`src/rtl/tcsr_pkg.sv`:
```
package tcsr_pkg;

  typedef struct packed {
    logic cmB;
    logic cmA;
    logic ovf;
  } tcsr_evt_t;

  localparam int FLAG_LSB = 5;
  localparam int NUM_FLAGS = 3;
  localparam int SEL_BIT = 4;

  typedef enum logic [1:0] {
    ACT_HOLD = 2'b00,
    ACT_LOW  = 2'b01,
    ACT_HIGH = 2'b10,
    ACT_FLIP = 2'b11
  } pin_act_e;

  function automatic logic applyAct(input logic [1:0] act, input logic cur);
    case (pin_act_e'(act))
      ACT_LOW:  applyAct = 1'b0;
      ACT_HIGH: applyAct = 1'b1;
      ACT_FLIP: applyAct = ~cur;
      default:  applyAct = cur;
    endcase
  endfunction

endpackage

```
`src/rtl/tcsr_detect.sv`:
```
module tcsr_detect
  import tcsr_pkg::*;
#(
  parameter int CNT_W = 8
) (
  input  logic             clk,
  input  logic             rstN,
  input  logic [CNT_W-1:0] cnt,
  input  logic [CNT_W-1:0] cmpA,
  input  logic [CNT_W-1:0] cmpB,
  output tcsr_evt_t        evt
);
  localparam logic [CNT_W-1:0] CNT_TOP = '1;
  localparam logic [CNT_W-1:0] CNT_BOT = '0;

  logic [CNT_W-1:0] prevCnt;
  logic eqA, eqB, eqAq, eqBq, primed;

  assign eqA = (cnt == cmpA);
  assign eqB = (cnt == cmpB);

  always_ff @(posedge clk or negedge rstN) begin
    if (!rstN) begin
      prevCnt <= '0;
      eqAq    <= 1'b0;
      eqBq    <= 1'b0;
      primed  <= 1'b0;
    end else begin
      prevCnt <= cnt;
      eqAq    <= eqA;
      eqBq    <= eqB;
      primed  <= 1'b1;
    end
  end

  // an event is the first cycle of equality or a wrap
  always_comb begin
    evt.cmA = primed && eqA && !eqAq;
    evt.cmB = primed && eqB && !eqBq;
    evt.ovf = primed && (prevCnt == CNT_TOP) && (cnt == CNT_BOT);
  end

endmodule

```
`src/rtl/tcsr_regs.sv`:
```
module tcsr_regs
  import tcsr_pkg::*;
#(
  parameter int CHAN   = 0,
  parameter int DATA_W = 8
) (
  input  logic              clk,
  input  logic              rstN,
  input  tcsr_evt_t         evt,
  input  logic              rdStb,
  input  logic              wrStb,
  input  logic [DATA_W-1:0] wrData,
  input  logic              dtcAckA,
  input  logic              dtcAckB,
  input  logic              dtcDisSel,
  output logic [DATA_W-1:0] rdData,
  output logic [1:0]        osA,
  output logic [1:0]        osB,
  output logic              trigEn
);
  localparam logic SEL_RST = (CHAN == 0) ? 1'b0 : 1'b1;

  logic [NUM_FLAGS-1:0] flagQ, armQ, setVec, extClr;
  logic [3:0] osQ;
  logic selQ;

  assign setVec = {evt.cmB, evt.cmA, evt.ovf};
  assign extClr = {dtcAckB && !dtcDisSel, dtcAckA && !dtcDisSel, 1'b0};

  for (genvar i = 0; i < NUM_FLAGS; i++) begin : g_flag
    logic swClr;
    assign swClr = wrStb && armQ[i] && !wrData[FLAG_LSB+i];

    always_ff @(posedge clk or negedge rstN) begin
      if (!rstN) begin
        flagQ[i] <= 1'b0;
        armQ[i]  <= 1'b0;
      end else begin
        flagQ[i] <= setVec[i] || (flagQ[i] && !(swClr || extClr[i]));
        if (wrStb)      armQ[i] <= 1'b0;
        else if (rdStb) armQ[i] <= flagQ[i];
      end
    end
  end

  always_ff @(posedge clk or negedge rstN) begin
    if (!rstN) begin
      osQ  <= '0;
      selQ <= SEL_RST;
    end else if (wrStb) begin
      osQ  <= wrData[3:0];
      selQ <= (CHAN == 0) ? wrData[SEL_BIT] : 1'b1;
    end
  end

  assign rdData = {flagQ, selQ, osQ};
  assign osA    = osQ[1:0];
  assign osB    = osQ[3:2];
  assign trigEn = (CHAN == 0) && selQ;

endmodule

```
`src/rtl/tcsr_pin.sv`:
```
module tcsr_pin
  import tcsr_pkg::*;
#(
  parameter int CHAN = 0
) (
  input  logic      clk,
  input  logic      rstN,
  input  tcsr_evt_t evt,
  input  logic [1:0] osA,
  input  logic [1:0] osB,
  input  logic      trigEn,
  output logic      tmrOut,
  output logic      adcStart
);
  logic pinNext;

  // B takes priority when both matches fall in one cycle
  always_comb begin
    pinNext = tmrOut;
    if (evt.cmB)      pinNext = applyAct(osB, tmrOut);
    else if (evt.cmA) pinNext = applyAct(osA, tmrOut);
  end

  always_ff @(posedge clk or negedge rstN) begin
    if (!rstN) tmrOut <= 1'b0;
    else       tmrOut <= pinNext;
  end

  if (CHAN == 0) begin : g_adc
    always_ff @(posedge clk or negedge rstN) begin
      if (!rstN) adcStart <= 1'b0;
      else       adcStart <= evt.cmA && trigEn;
    end
  end else begin : g_noadc
    logic unusedTrig;
    assign unusedTrig = trigEn;
    assign adcStart = 1'b0 & unusedTrig;
  end

endmodule

```
`src/rtl/tcsr_top.sv`:
```
module tcsr_top
  import tcsr_pkg::*;
#(
  parameter int CHAN  = 0,
  parameter int CNT_W = 8
) (
  input  logic             clk,
  input  logic             rstN,
  input  logic [CNT_W-1:0] cnt,
  input  logic [CNT_W-1:0] cmpA,
  input  logic [CNT_W-1:0] cmpB,
  input  logic             rdStb,
  input  logic             wrStb,
  input  logic [7:0]       wrData,
  output logic [7:0]       rdData,
  input  logic             dtcAckA,
  input  logic             dtcAckB,
  input  logic             dtcDisSel,
  output logic             tmrOut,
  output logic             adcStart
);
  tcsr_evt_t evt;
  logic [1:0] osA, osB;
  logic trigEn;

  tcsr_detect #(.CNT_W(CNT_W)) u_detect (
    .clk(clk), .rstN(rstN), .cnt(cnt), .cmpA(cmpA), .cmpB(cmpB), .evt(evt)
  );

  tcsr_regs #(.CHAN(CHAN), .DATA_W(8)) u_regs (
    .clk(clk), .rstN(rstN), .evt(evt), .rdStb(rdStb), .wrStb(wrStb),
    .wrData(wrData), .dtcAckA(dtcAckA), .dtcAckB(dtcAckB),
    .dtcDisSel(dtcDisSel), .rdData(rdData), .osA(osA), .osB(osB),
    .trigEn(trigEn)
  );

  tcsr_pin #(.CHAN(CHAN)) u_pin (
    .clk(clk), .rstN(rstN), .evt(evt), .osA(osA), .osB(osB),
    .trigEn(trigEn), .tmrOut(tmrOut), .adcStart(adcStart)
  );

endmodule

```
`config.mk`:
```
export PLATFORM = sky130hd
export DESIGN_NAME = tcsr_top
export DESIGN_NICKNAME = d
export VERILOG_FILES = /design/src/rtl/tcsr_pkg.sv /design/src/rtl/tcsr_detect.sv /design/src/rtl/tcsr_regs.sv /design/src/rtl/tcsr_pin.sv /design/src/rtl/tcsr_top.sv
export SDC_FILE = /design/constraint.sdc
export NUM_CORES = 1
export LEC_CHECK = 0
export BUFFER_PORTS_ARGS = -buffer_cell sky130_fd_sc_hd__buf_2
export CORE_UTILIZATION = 43
export CTS_BUF_LIST = sky130_fd_sc_hd__clkbuf_8
export DETAILED_ROUTE_END_ITERATION = 16
export GPL_TIMING_DRIVEN = 1
export PLACE_DENSITY_LB_ADDON = 0.3
export REMOVE_ABC_BUFFERS = 1
export SYNTH_ARGS = -nofsm -noshare
export SYNTH_HDL_FRONTEND = slang
export SYNTH_SLANG_ARGS = --single-unit
```
`constraint.sdc`:
```
create_clock -name clk -period 1.35 [get_ports clk]
set_input_delay 0.27 -clock clk [delete_from_list [all_inputs] [get_ports clk]]
set_output_delay 0.27 -clock clk [all_outputs]
set_load 0.05 [all_outputs]
```
# [Word-level counts from Yosys, hierarchy flattened]
# Index checks and enable logic that the tools add are counted.
[word_totals] reg_bits=24 latch_bits=0 ramBits=0 rom_bits=0 in_bits=39 output_inout_bits=10 elab_cells=72 n_memories=0
[classes] add_sub_neg=0 multipliers=0 div_mod_pow=0 order_cmp=0 eq_ne=10 shifts=0 n_mux=10 n_bitwise=1 reduce_logical=37
[op_table] cell="$logic_and A1 B1 Y1" count=18
[op_table] cell="$eq A8 B8 Y1" count=2
[op_table] cell="$logic_not A1 Y1" count=9
[op_table] cell="$eq A2 B2 Y1 const B" count=4
[op_table] cell="$eq A8 B8 Y1 const B" count=1
[op_table] cell="$logic_not A8 Y1" count=1
[op_table] cell="$mux W1" count=8
[op_table] cell="$pmux W1 S3" count=2
[op_table] cell="$logic_or A1 B1 Y1" count=5
[op_table] cell="$eq A2 B1 Y1 const B" count=2
[op_table] cell="$ne A4 B1 Y1 const B" count=1
[op_table] cell="$reduce_bool A2 Y1" count=2
[op_table] cell="$reduce_bool A4 Y1" count=1
[op_table] cell="$reduce_and A3 Y1" count=1
[op_table] cell="$not A1 Y1" count=1

# [Longest topological paths before layout]
# Gate-level depths: netlist of the first run.
[depth] ltp_word=6 depth_mapped=5 ltp_nobuf=5

# [Cells and area by module]
# Synthesis of the first run repeated with hierarchy kept, for this count alone.
[hier_totals] cells_unflattened=87 hier_area_um2=1097.3
[by_module_without_submodules] module="tcsr_detect" n_inst=1 cells_each=44 area_each_um2=521.8 seq_area_each_um2=275.3
[by_module_without_submodules] module="tcsr_regs" n_inst=1 cells_each=36 area_each_um2=481.7 seq_area_each_um2=275.3
[by_module_without_submodules] module="tcsr_pin" n_inst=1 cells_each=7 area_each_um2=93.8 seq_area_each_um2=50.0

# [Worst setup path before layout of the first run]
# Ideal clock, no wire load.
[synth_path] kind="register to register" from="register u_regs.osQ[2]" to="register u_pin.tmrOut" setup_time_ps=126 t_arrival_ps=1545 required_ps=1224 path_slack_ps=-321 stages_incl_launch_ff=6 path_buffers=0 synth_period_minus_slack_ps=1671 cell_sequence="dfrtp_1 > inv_1 > ha_1 > mux2_2 > o22ai_1 > mux2i_1"
[synth_via] elab_chain_len=3
[synth_lines] item="from (decl)" line_no="tcsr_regs.sv:24" text="logic [3:0] osQ;"
[synth_lines] item="from (signal assigned)" line_no="tcsr_regs.sv:51" text="osQ <= wrData[3:0];"
[synth_lines] item="$eq A2 B1 Y1 / $eq A2 B2 Y1 (equally long branches)" line_no="tcsr_pkg.sv:21" text="case (pin_act_e'(act))"
[synth_lines] item="$ne A4 B1 Y1 (no source line) / $pmux W1 S3 (equally long branches)"
[synth_lines] item="$reduce_and A3 Y1 (no source line) / $mux W1 (equally long branches)"
[synth_lines] item="to (signal assigned)" line_no="tcsr_pin.sv:26" text="else tmrOut <= pinNext;"
[synth_lines] item="to (decl)" line_no="tcsr_pin.sv:12" text="output logic tmrOut,"
# Several ways; a longest one is shown, not always the timed one.
# A chain may end at the register's enable or synchronous reset.

# [Worst setup path in the final report of the first run]
[layout_path] from="register u_regs.osQ[3]" to="register u_pin.tmrOut"
# The elaborated chain is that of the path after synthesis.

==> flow_summary.toml, run 1 <==
[layout]
area_growth_syn_to_layout_pct = 38.16
finalNonFillerCells = 183
post-route-util_pct = 65.47
seqCellArea_um2 = 600.6
layout_common_cells = "47 x buf_2, 24 x dfrtp_1, 16 x xnor2_1"
n_fill_cell = 198
final_common_cell = "buf_2"
drive_gt1_share_pct = 44.52
antenna_cells = 0
nets = 198
multi_input_area_um2 = 480.5

[clocking]
cts.clk_slew.worst_paths_ns = 0.07
worstSkewPairLatency_ns = 0.25
cts_tree = "built"
clock_sinks = 24
cts_setup_buffers = 0
root_buffer = "clkbuf_8"
cts_max_path_buffers = 2
cts.htree.levels = 1
numCtsBuffers = 3

[yosys]
ys_seq_elements = 24
syn_area_per_cell_um2 = 11.46
yosys_warnings = 0
yosysTopAreaCell = "dfrtp_1"
synth-seq-area-share_pct = 55.17
synthCells = 95
synth_edf_count = 0
synthTopCellsByArea = "dfrtp_1 55%, xnor2_1 13%, mux2_2 4.1%"
ys.flop_type = "dfrtp_1"
synth_top_area_share_pct = 55.17
syn_area_mm2 = 0.001089
synth-async-reset-ratio_pct = 100.0
yosysUniqueCellTypes = 23

[route]
firstDrtPassIters = 4
wl_per_cell_um = 11.99
drc = 0
postRouteAntennaNets = 0
viasPerCell = 4.896
drt_iter0_drc = 16
wirelength_mm = 2.194
via_count = 896

[job]
maxCapViolations = 0

[timing]
finalHoldViolations = 0
slew_headroom_pct = 66.00
finClkSkew_ns = 0.001727
clock.fmax_ghz = 0.7664
maxSlewViolCount = 0
fin_crit_ns = 1.305
setup_violations = 0
worst_pin_slew_ns = 0.5100
finalCritPeriodShare_pct = 96.66

[die]
io_pins = 49
fp.dieArea_mm2 = 0.002737
die_height_um = 52.32
start_util_pct = 47.39
die_width_um = 52.32
fp.coreArea_mm2 = 0.002297
rows = 17

[global_route]
antenna_found_initial = 0
grt_max_degree = 25
overflow = 0
grt_pass1_wl_mm = 3.601
grt_pass1_vias = 858
track_usage_pct = 18.52

[worst_setup_path]
r2r_slack_ns = 0.05
r2r-end = "u_pin.tmrOut"
cpPeakStageDelay_ns = 0.41
critPathCaptureType = "flip-flop"
r2r_start = "u_regs.osQ[3]"
worstPathCellList = "ha_4 > mux2_4 > o22ai_2 > mux2i_1"
path_buf_inv = 0
start_kind = "flip-flop"
path_delay_family = "flip-flops"
crit_path_max_fanout = 2
crit_slowest_cell = "dfrtp_1"
critical_path_class = "flip-flop to flip-flop"
cp.required_ns = 1.49
ff2ff_path_depth = 4
cp.arrival_ns = 1.45

[power]
leakagePower_nw = 0.7660
p_per_area_mw_per_mm2 = 1016
ir_drop_mv = 0.5612

[min_path]
hold_path_depth = 3
min_from = "wrData[2]"
hold_path_end = "u_regs.osQ[2]"
min_path_type = "input port to flip-flop"

[run_status]
outcome = "completed"

[place]
gp_congestion = 0.7881
io_buffers = 48
dp_cells = 179
hpwl_mm = 1.810
-- synth_stat cells, types with 2 or more instances --
cell type,instances
o221ai_1,2
mux2i_1,4
dfrtp_1,24
nand4_1,5
inv_1,5
o21ai_0,4
mux2_2,4
nand2_1,10
nor2_1,7
xnor2_1,16
ha_1,2
-- report_power, final --
group | internal [mW] | switching, mW | leakage (nW)
sequential | 0.753 | 0.0232 | 0.299
clock | 0.198 | 0.194 | 0.0216
combinational | 0.167 | 0.192 | 0.445
-- how the worst max path moves through the flow --
stage / end / slack, ns / start / cells past startpoint
4_1_cts: u_pin.tmrOut / 0.01 / u_regs.osQ[2] / 5
3_5_place_dp: u_pin.tmrOut / -0.1 / cnt[3] / 6
5_1_grt: u_pin.tmrOut / -0.002 / u_regs.osQ[2] / 5
6_report: u_pin.tmrOut / 0.05 / u_regs.osQ[3] / 4
3_3_place_gp: u_pin.tmrOut / -0.009 / cnt[4] / 6
2_1_floorplan: u_pin.tmrOut / -0.32 / u_regs.osQ[2] / 5
-- worst reg2reg max path, delay by kind of cell (launching register included) --
| family | cells | cell delay (ns) |
|---|---|---|
| adders and majority gates | 1 | 0.28 |
| DFF | 1 | 0.41 |
| muxes | 2 | 0.37 |
| AOI/OAI and AO/OA | 1 | 0.13 |
-- registers in the layout (all words and copies together), names as in the netlist --
name              cells
u_detect.eqBq         1
u_detect.primed       1
u_detect.eqAq         1
u_regs.rdData         3
u_regs.osQ            4
u_pin.tmrOut          1
u_detect.prevCnt      8
u_pin.adcStart        1
u_regs.armQ           3
u_regs.trigEn         1
-- routing by layer --
layer,part of all wire (%),track usage [%],vias up
met1,44,23.13,413
met3,6.4,2.609,2
met2,49,32.28,36
li1,-,-,445
met5,0,0,-
met4,0.36,6.579,0
-- logic make-up (layout without fill, tap and decap cells) --
family | Yosys count | in the layout | synth area share (%)
flip-flops | 24 | 24 | 55.17
multiplexers | 8 | 8 | 7.816
AND/OR/NAND/NOR | 28 | 28 | 12.99
adder cells (fa/ha/maj) | 2 | 2 | 2.298
other | 1 | 1 | 0.3445
buffers and inverters | 7 | 67 | 2.759
XOR/XNOR | 16 | 16 | 12.87
AO/OA/AOI/OAI | 9 | 9 | 5.748
-- layout make-up --
cell class                 instances  share of cell area, %
tap                               28                  2.329
timing repair buffer              59                  21.80
inverter                           5                  1.248
multi-input combinational         64                  31.95
sequential                        24                  39.93
clock buffer                       3                  2.745
-- through the flow --
step | power (mW) | cell area [um2] | worst slack [ns] | TNS [ns] | hold slack, ns
2_1_floorplan | 0.9639 | 1077 | -0.3206 | -0.3206 | -0.02559
3_3_place_gp | 1.112 | 1428 | -0.009166 | -0.009166 | 0.2626
3_5_place_dp | 1.124 | 1428 | -0.09845 | -0.09845 | 0.2675
4_1_cts | 1.533 | 1489 | 0.01354 | 0 | 0.2239
5_1_grt | 1.593 | 1504 | -0.001904 | -0.001904 | 0.2309
6_report | 1.527 | 1504 | 0.04514 | 0 | 0.2277
-- what timing repair did --
item | CTS | global route
gates resized for setup | 2 | 3
pin swaps | 1 | 0
endpoints found under the setup margin | 1 | 1
endpoints found under the hold margin | 24 | 0
hold buffers | 1 | 0
(Power assumes the default switching activity.)
==> inputs of run 2 (changes only) <==
Settings changed: CORE_UTILIZATION 43 to 36.
==> flow_summary.toml, run 2 (synthesis gave the netlist of run 1 again) <==
[run_status]
outcome = "finished, violations left"
violations = "DRC"

[layout]
layout_common_cells = "46 x buf_2, 24 x dfrtp_1, 16 x xnor2_1"
stdcell_area_mm2 = 0.001536
largest_reg_flops = 8
drive_gt1_share_pct = 45.57
antenna_cells = 0
largestRegisters = "u_detect.prevCnt (8), u_regs.osQ (4)"
final_common_cell = "buf_2"
n_fill_cell = 253
finalNonFillerCells = 189
regMostFlops = "u_detect.prevCnt"
nets = 201
area_growth_syn_to_layout_pct = 41.15

[min_path]
min_from = "wrData[4]"
min_path_type = "input port to flip-flop"

[timing]
slew_headroom_pct = 66.19
finalHoldViolations = 0
rsz0062_at_grt = "yes"
maxSlewViolCount = 0
finClkSkew_ns = 0.0009343
fin_crit_ns = 1.340
worst_pin_slew_ns = 0.5071
finalCritPeriodShare_pct = 99.23
fin_ws_ns = 0.01038
tns_ns = 0
clock.fmax_ghz = 0.7465
setup_violations = 0

[place]
dp_slack_ns = -0.05664
gp_congestion = 0.7540
io_buffers = 48
dp_cells = 183
placed_cell_area_mm2 = 0.001439
hpwl_mm = 1.936

[clocking]
cts_tree = "built"
cts.clk_slew.worst_paths_ns = 0.07
root_buffer = "clkbuf_8"
cts_max_path_buffers = 2
numCtsBuffers = 3
cts.htree.levels = 1
clock_sinks = 24
worstSkewPairLatency_ns = 0.26

[global_route]
grt_max_degree = 25
antenna_found_initial = 0
grt_pass1_wl_mm = 4.077
grt_pass1_vias = 953
overflow = 0
track_usage_pct = 16.96

[worst_setup_path]
cp.required_ns = 1.50
cp.arrival_ns = 1.49
worstPathCellList = "ha_4 > mux2_4 > o22ai_2 > mux2i_1"
crit_start = "u_regs.osQ[3]"
r2r_start = "u_regs.osQ[3]"
crit_slowest_cell = "dfrtp_1"
cpPeakStageDelay_ns = 0.42
critPathCaptureType = "flip-flop"
start_kind = "flip-flop"
crit_path_max_fanout = 2
critical_path_class = "flip-flop to flip-flop"

[power]
total_power_mw = 1.554
p_per_area_mw_per_mm2 = 1012
ir_drop_mv = 0.5445
leakagePower_nw = 0.7823

[route]
viasPerCell = 4.868
firstDrtPassIters = 10
wl_per_cell_um = 12.97
drc = 4
wirelength_mm = 2.451
via_count = 920
drt_iter0_drc = 24
postRouteAntennaNets = 0

[die]
rows = 19
fp.dieArea_mm2 = 0.003248
fp.coreArea_mm2 = 0.002805
io_pins = 49
die_width_um = 56.99
start_util_pct = 38.80
die_height_um = 56.99

[job]
maxCapViolations = 0
## run 2: changes by cell type in the layout (fill, tap and decap cells not counted)
cell / before / now
buf_2: 47 / 46
buf_4: 10 / 13
buf_6: 0 / 1
## run 2: what timing repair did
item | in CTS | in global routing
buffers inserted | 0 | 2
endpoints found under the hold margin | 24 | 0
hold buffers | 1 | 0
setup endpoints to repair | 1 | 1
gates resized for setup | 2 | 6
## run 2: worst max-delay path, delay by kind of cell, from the launching register on
kind	cells	cell delay, ns
adders and majority gates	1	0.29
muxes	2	0.37
AOI/OAI and AO/OA	1	0.15
DFF	1	0.42
## run 2: through the flow
step | hold WS, ns | utilization (%)
finish | 0.2106 | 54.77
global route | 0.2166 | 54.77
CTS | 0.2094 | 53.48
detailed placement | 0.2719 | 51.29
global placement | 0.2632 | 51.29
floorplan | -0.02559 | -
## run 2: report_power, final
part	total, mW	internal [mW]	switching, mW
Combinational	0.375	0.178	0.197
Sequential	0.777	0.753	0.0242
Clock	0.402	0.199	0.203
## run 2: cell type report
| cell class | count | area, um2 | area share [%] |
|---|---|---|---|
| Timing Repair Buffer | 62 | 356.6 | 23.21 |
| Sequential cell | 24 | 600.6 | 39.09 |
| Inverter | 5 | 18.77 | 1.222 |
| Multi-Input combinational cell | 64 | 480.5 | 31.27 |
| Clock buffer | 3 | 41.29 | 2.687 |
| Tap cell | 31 | 38.79 | 2.524 |
## run 2: final timing paths
kind	endpoint	slack (ns)	cells past startpoint
min reg2reg	u_regs.armQ[2]	0.52	2
min in group asynchronous	u_regs.armQ[0]	0.51	2
min	u_regs.trigEn	0.21	3
max in group asynchronous	u_regs.trigEn	0.50	2
max	u_pin.tmrOut	0.01	4
max reg2reg	u_pin.tmrOut	0.01	4
## run 2: routing by layer
metal  share of wire (%)  vias up  GRT usage, %
li1                    -      447             -
met1                  40      430         18.60
met2                  51       38         30.08
met3                 5.5        5         2.494
met4                 2.7        0         11.85
met5                   0        -             0
==> inputs of run 3 (changes only) <==
Settings changed: CTS_BUF_LIST sky130_fd_sc_hd__clkbuf_8 to sky130_fd_sc_hd__clkbuf_16.
==> flow_summary.toml, run 3 (synthesis gave the netlist of run 1 again) <==
[timing]
finalCritPeriodShare_pct = 98.16
clock.fmax_ghz = 0.7546
rsz0062_at_grt = "yes"
finalHoldViolations = 0
fin_crit_ns = 1.325
slew_headroom_pct = 65.95
hold_ws_ns = 0.2208
finClkSkew_ns = 0.002287
worst_pin_slew_ns = 0.5108
tns_ns = 0
setup_violations = 0
maxSlewViolCount = 0

[global_route]
grt_util_met2_pct = 29.92
track_usage_pct = 17.02
antenna_found_initial = 0
grt_pass1_vias = 952
grt_pass1_wl_mm = 4.126
grt_use_met3_pct = 3.175
grt_max_degree = 25
grt.busiest_layer = "met2"
overflow = 0
met1_usage_pct = 19.23

[clocking]
root_buffer = "clkbuf_16"
cts_tree = "built"
cts.clk_slew.worst_paths_ns = 0.06
cts_max_path_buffers = 2
cts.htree.levels = 1
clock_sinks = 24
worstSkewPairLatency_ns = 0.25
numCtsBuffers = 3

[worst_setup_path]
crit_slowest_cell = "dfrtp_1"
cp.arrival_ns = 1.46
critPathCaptureType = "flip-flop"
ff2ff_path_depth = 4
cpPeakStageDelay_ns = 0.41
crit_path_max_fanout = 2
path_buf_inv = 0
cp.required_ns = 1.49
critical_path_class = "flip-flop to flip-flop"
worstPathCellList = "ha_4 > mux2_4 > o22ai_2 > mux2i_1"
start_kind = "flip-flop"
path_delay_family = "flip-flops"
cp.depth = 4

[die]
fp.dieArea_mm2 = 0.003248
start_util_pct = 38.80
fp.coreArea_mm2 = 0.002805
die_width_um = 56.99
rows = 19
die_height_um = 56.99
io_pins = 49

[route]
wirelength_mm = 2.412
firstDrtPassIters = 10
viasPerCell = 4.873
wl_per_cell_um = 12.76
postRouteAntennaNets = 0
drc = 4
via_count = 921
drt_iter0_drc = 36

[place]
placed_cell_area_mm2 = 0.001439
gp_congestion = 0.7540
io_buffers = 48
hpwl_mm = 1.936

[layout]
antenna_cells = 0
n_fill_cell = 244
nets = 201
drive_gt1_share_pct = 46.20
post-route-util_pct = 55.98
multi_input_area_um2 = 483.0
stdcell_area_mm2 = 0.001570
largestRegisters = "u_detect.prevCnt (8), u_regs.osQ (4)"
regMostFlops = "u_detect.prevCnt"
area_growth_syn_to_layout_pct = 44.25
final_common_cell = "buf_2"
layout_common_cells = "47 x buf_2, 24 x dfrtp_1, 16 x xnor2_1"
largest_reg_flops = 8
seqCellArea_um2 = 600.6

[min_path]
hold_path_depth = 3
min_path_type = "input port to flip-flop"

[power]
ir_drop_mv = 0.6722
leakagePower_nw = 0.7974
total_power_mw = 1.765
p_per_area_mw_per_mm2 = 1124

[run_status]
outcome = "finished, violations left"
violations = "DRC"

[job]
maxCapViolations = 0
## run 3: layer usage
layer | part of all wire (%) | wire, um
met5 | 0 | 0
met4 | 2.7 | 65
met3 | 5.3 | 129
met2 | 50 | 1206
met1 | 42 | 1011
## run 3: repair_timing
item	4_1_cts	5_1_grt
hold buffers	1	0
endpoints found under the hold margin	1	0
setup buffers	0	2
pin swaps	0	0
gates resized for setup	2	6
setup endpoints to repair	1	1
## run 3: worst paths after layout
path	startpoint	endpoint	slack [ns]
worst max-delay path	u_regs.osQ[3]	u_pin.tmrOut	0.02
worst min-delay path	wrData[4]	u_regs.trigEn	0.22
worst max register to register	u_regs.osQ[3]	u_pin.tmrOut	0.02
worst min register to register	u_regs.trigEn	u_pin.adcStart	0.52
max in group asynchronous	rstN	u_regs.osQ[3]	0.48
min in group asynchronous	rstN	u_regs.rdData[5]	0.52
## run 3: worst register-to-register path, cell delays in order (launching register included)
cell     delay [ns]
dfrtp_1        0.41
ha_4           0.28
mux2_4         0.29
o22ai_2        0.14
mux2i_1        0.08
## run 3: stage by stage
| stage | std cells | setup slack [ns] |
|---|---|---|
| floorplan | 93 | -0.3206 |
| global placement | 183 | -0.01963 |
| detailed placement | 183 | -0.05664 |
| CTS | 187 | -0.01380 |
| global route | 189 | -0.02522 |
| finish | 189 | 0.02478 |
## run 3: where the power goes
group	switching (mW)	internal [mW]	total [mW]
registers	0.0250	0.754	0.779
clock network	0.223	0.391	0.613
logic	0.196	0.176	0.372
total	0.444	1.32	1.77
## run 3: area by class of cell
| cell class | instances | share of cell area [%] |
|---|---|---|
| flip-flops and latches | 24 | 38.25 |
| well taps | 31 | 2.470 |
| repair buffers | 62 | 22.55 |
| inverters | 5 | 1.195 |
| clock buffers | 3 | 4.781 |
| multi-input cells | 64 | 30.76 |
